## config.mk

```make
export PLATFORM = sky130hd
export DESIGN_NAME = fsync_slice_scrambler
export DESIGN_NICKNAME = d
export VERILOG_FILES = /design/src/rtl/scr_pkg.sv /design/src/rtl/scr_seed.sv /design/src/rtl/scr_gen.sv /design/src/rtl/scr_mix.sv /design/src/rtl/fsync_slice_scrambler.sv
export SDC_FILE = /design/constraint.sdc
export NUM_CORES = 1
export LEC_CHECK = 0
export BUFFER_PORTS_ARGS = -buffer_cell sky130_fd_sc_hd__buf_2
export CAP_MARGIN = 20
export CORE_MARGIN = 4
export CORE_UTILIZATION = 50
export DETAILED_ROUTE_END_ITERATION = 8
export PLACE_DENSITY = 0.73
export SKIP_LAST_GASP = 1
export SLEW_MARGIN = 20
export SYNTH_ARGS = -nofsm -noshare
export SYNTH_HDL_FRONTEND = slang
export SYNTH_SLANG_ARGS = --single-unit
```

## constraint.sdc

```tcl
create_clock -name clk -period 3.75 [get_ports clk]
set_clock_uncertainty 0.05 [all_clocks]
set_input_delay 0.1875 -clock clk [delete_from_list [all_inputs] [get_ports clk]]
set_output_delay 0.1875 -clock clk [all_outputs]
set_load 0.02 [all_outputs]
```

## src/rtl/scr_pkg.sv

```systemverilog
package scr_pkg;
  localparam int LFSR_W    = 7;
  localparam int BYTE_W    = 8;
  localparam int SMALL_IL  = 2;
  localparam int LARGE_IL  = 8;
  localparam int POS_W     = 3;
  localparam int MAX_ADV   = BYTE_W * LARGE_IL;

  typedef logic [LFSR_W-1:0] lfsr_t;
  typedef logic [BYTE_W-1:0] byte_t;

  localparam lfsr_t LFSR_ONES = '1;

  // one serial step of 1 + x^6 + x^7; the oldest bit sits at the top
  function automatic lfsr_t lfsr_next(input lfsr_t s);
    return {s[LFSR_W-2:0], s[LFSR_W-1] ^ s[LFSR_W-2]};
  endfunction

  // advance by n serial steps, n <= MAX_ADV
  function automatic lfsr_t lfsr_adv(input lfsr_t s, input int n);
    lfsr_t t = s;
    for (int i = 0; i < MAX_ADV; i++)
      if (i < n) t = lfsr_next(t);
    return t;
  endfunction

  // eight key bits from a state, the first serial bit in the MSB
  function automatic byte_t key_of(input lfsr_t s);
    byte_t k;
    lfsr_t t = s;
    for (int i = 0; i < BYTE_W; i++) begin
      k[BYTE_W-1-i] = t[LFSR_W-1];
      t = lfsr_next(t);
    end
    return k;
  endfunction
endpackage

```

## src/rtl/scr_seed.sv

```systemverilog
module scr_seed
  import scr_pkg::*;
(
  input  logic [POS_W-1:0] pos_code,
  output lfsr_t            seed_state
);
  always_comb seed_state = lfsr_adv(LFSR_ONES, BYTE_W * int'(pos_code));
endmodule

```

## src/rtl/scr_gen.sv

```systemverilog
module scr_gen
  import scr_pkg::*;
(
  input  logic  clk,
  input  logic  rst_n,
  input  logic  frame_start,
  input  logic  in_oh,
  input  logic  size_sel,
  input  lfsr_t seed_state,
  output lfsr_t cur_state,
  output lfsr_t gen_state
);
  lfsr_t jumped [2];
  lfsr_t next_state;

  assign cur_state = frame_start ? seed_state : gen_state;

  for (genvar g = 0; g < 2; g++) begin : g_jump
    localparam int STEPS = BYTE_W * ((g == 1) ? LARGE_IL : SMALL_IL);
    assign jumped[g] = lfsr_adv(cur_state, STEPS);
  end

  assign next_state = in_oh ? cur_state : jumped[size_sel];

  always_ff @(posedge clk or negedge rst_n)
    if (!rst_n) gen_state <= LFSR_ONES;
    else        gen_state <= next_state;
endmodule

```

## src/rtl/scr_mix.sv

```systemverilog
module scr_mix
  import scr_pkg::*;
(
  input  logic  clk,
  input  logic  rst_n,
  input  logic  scr_en_n,
  input  logic  in_oh,
  input  lfsr_t cur_state,
  input  byte_t din,
  output byte_t dout
);
  byte_t key_sel;

  assign key_sel = (!scr_en_n && !in_oh) ? key_of(cur_state) : '0;

  always_ff @(posedge clk or negedge rst_n)
    if (!rst_n) dout <= '0;
    else        dout <= din ^ key_sel;
endmodule

```

## src/rtl/fsync_slice_scrambler.sv

```systemverilog
module fsync_slice_scrambler
  import scr_pkg::*;
(
  input  logic       clk,
  input  logic       rst_n,
  input  logic       scr_en_n,
  input  logic       frame_start,
  input  logic       in_oh,
  input  logic       size_sel,
  input  logic [2:0] pos_code,
  input  logic [7:0] din,
  output logic [7:0] dout
);
  lfsr_t seed_state;
  lfsr_t cur_state;
  lfsr_t gen_state;

  scr_seed u_seed (
    .pos_code   (pos_code),
    .seed_state (seed_state)
  );

  scr_gen u_gen (
    .clk         (clk),
    .rst_n       (rst_n),
    .frame_start (frame_start),
    .in_oh       (in_oh),
    .size_sel    (size_sel),
    .seed_state  (seed_state),
    .cur_state   (cur_state),
    .gen_state   (gen_state)
  );

  scr_mix u_mix (
    .clk       (clk),
    .rst_n     (rst_n),
    .scr_en_n  (scr_en_n),
    .in_oh     (in_oh),
    .cur_state (cur_state),
    .din       (din),
    .dout      (dout)
  );
endmodule

```

==> out/qor.csv <==
stage,metric,value,unit
run_status,status,completed,
placed_design,place_ws,2.07,ns
route,wire_per_inst,14.3,um
layout,nets,163,
clocking,h-tree-depth,1,
route,viasPerCell,5.46,
placed_design,io_buffers,24,
sta,layout_setup_ws,2.17,ns
global_route,grt_pass1_vias,929,
route,route.vias.total,945,
critical_path,crit_buf_inv,0,
clocking,root_buffer,clkbuf_4,
floorplanning,core,2250,um2
clocking,tritoncts,yes,
global_route,grt_antenna_before_repair,0,
floorplanning,dieArea,3250,um2
yosys,synth_edf_count,0,
sta,hold_viol_final,0,
floorplanning,rows,17,
clocking,cts_buffer_depth,2,
sta,post-route-period-util,42.1,%
yosys,seq_area_frac_synth,32.0,%
clocking,insertion_delay,0.28,ns
yosys,async_flop_share,100,%
route,drtPass1Iterations,4,
layout,diodes,0,
global_route,grt_pass1_wl,4.23,mm
critical_path,crit_chain,xnor2_1 > o2bb2ai_1 > xor2_1 > o31ai_1 > a21oi_1,
sta,tightest_slew,0.472,ns
critical_path,critical_path.slowest_cell,dfstp_2,
flow_run,maxCapViolCount,0,
sta,max_freq,634,MHz
power,leakage,0.581,nW
critical_path,endpoint_kind,flop,
route,postRouteAntennaNets,0,
layout,fin_util,57.4,%
global_route,grt_usage,16.5,%
placed_design,place_hpwl,1.88,mm
yosys,yosys_warnings,0,
global_route,overflow,0,
sta,fin_tns_setup,0,ns
yosys,ys.flop_type,dfrtp_1,
clocking,cts_buffers,3,
critical_path,critPathMaxStageDelay,0.58,ns
floorplanning,initial_utilization,53.3,%
yosys,syn_area,1200,um2
critical_path,arrival,1.74,ns
power,ir_worst_vdd,0.382,mV
sta,setup_viol,0,
clocking,path_clk_slew,0.09,ns
route,drt_wl_total,2.47,mm
yosys,syn_avg_cell_area,9.61,um2
floorplanning,ios,25,
power,powerDensity,499,nW/um2
critical_path,path_delay_family,compound AO/OA/AOI/OAI gates,
yosys,synth_seq_cells,15,
placed_design,place.gp.congestion,0.892,
yosys,synth_cell_types,36,
route,drtIter0Drc,21,
placed_design,place_area,1260,um2
critical_path,worstSetupStartpointType,flop,
floorplanning,fp.dieH,57.0,um
layout,area_growth,7.71,%
sta,rsz0062_at_grt,false,
clocking,cts_sinks,15,
floorplanning,die_w,57.0,um
yosys,synth_nets,142,
critical_path,worst-endpoint-required,3.91,ns
route,remaining_drc_errors,0,
sta,period_minus_slack,1.58,ns
power,finalPower,0.000646,W
critical_path,criticalPathCategory,reg2reg,
yosys,netlist_instances,125,
sta,slew_viol_final,0,
sta,slew-limit-headroom,68.3,%
layout,drive_gt1_share,28.3,%
global_route,grt_max_degree,23,
layout,stdcell_area,1290,um2
critical_path,cp_max_fo,3,
hold_path,min_path_type,in2reg,
-- area by class of cell --
type	count	area, um2
Multi-Input combinational cell	98	706
Inverter	3	11.3
Clock buffer	3	22.5
Tap cell	28	35.0
Timing Repair Buffer	25	130
Sequential cell	15	384
Fill cell	206	961
Clock inverter	1	5.00
-- sequential cells by signal (all words and copies together) (netlist names) --
| register | count |
|---|---|
| u_mix.dout | 8 |
| u_gen.gen_state | 7 |
-- per-layer routing --
layer	track usage, %	part of all wire [%]	vias up
li1	-	-	471
met2	27.1	48	34
met5	0	0	-
met1	20.7	43	434
met3	5.20	6.6	6
met4	4.97	1.8	0
-- Yosys cell counts, types with 2 or more instances --
master,count,share of area (%)
a21oi_1,5,2.1
o21ai_0,6,2.5
dfstp_2,7,15
xnor2_1,12,8.7
mux4_2,2,3.7
mux2i_1,10,8.3
nor2_1,9,2.8
buf_6,2,1.9
buf_2,2,0.83
o22ai_1,3,1.6
o21ai_1,2,0.83
inv_1,3,0.94
nand2_1,12,3.7
o211ai_1,2,1.2
nor3_1,2,0.83
nand2b_1,3,1.6
xor2_1,13,9.5
dfrtp_1,8,17
clkbuf_8,4,4.6
o221ai_1,2,1.5
-- final timing paths --
path,start,to,slack [ns],cells after the start
worst max-delay path,u_gen.gen_state[5],u_gen.gen_state[1],2.17,5
worst min-delay path,din[2],u_mix.dout[2],0.02,2
worst max register to register,u_gen.gen_state[5],u_gen.gen_state[1],2.17,5
worst min register to register,u_gen.gen_state[0],u_gen.gen_state[0],0.64,2
max in group asynchronous,rst_n,u_gen.gen_state[6],3.08,2
min in group asynchronous,rst_n,u_mix.dout[2],0.27,2
-- cell usage in the layout, fill, tap and decap left out, types with 5 or more instances in the layout --
cell / count
a21oi_1: 5
buf_2: 24
dfrtp_1: 8
dfstp_2: 7
mux2i_1: 10
nand2_1: 12
nor2_1: 9
o21ai_0: 6
xnor2_1: 12
xor2_1: 13
-- logic make-up after synthesis --
group                     synth area share, %
muxes                                    12.1
xor gates and xnor gates                 18.2
AOI/OAI and AO/OA                        16.0
and+or+nand+nor                          12.4
buffers and inverters                    9.27
DFF                                      32.0
-- worst reg2reg max path: cells and delay by family (launching register included) --
family         cells  cell delay, ns
AO/OA/AOI/OAI      3            0.59
flip-flops         1            0.58
XOR/XNOR           2            0.30
-- power breakdown --
group          total (W)  internal [W]  switching [W]  leakage [nW]
clock          0.0000930     0.0000396      0.0000533        0.0177
combinational   0.000286      0.000134       0.000153         0.396
sequential      0.000267      0.000224      0.0000425         0.167
total           0.000646      0.000397       0.000249         0.581
-- repair_timing --
item                                   in CTS  in global routing
hold buffers                                1                  0
setup buffers                               0                  0
endpoints found under the hold margin       8                  0
resized for setup                           0                  0
-- metrics by stage --
step	cells	hold WS [ns]
after floorplan	125	-0.158
after global placement	168	0.0470
after detailed placement	168	0.0670
after CTS	173	0.0151
after global routing	173	0.00660
final	173	0.0211
Power figures use the tool's default switching activity.
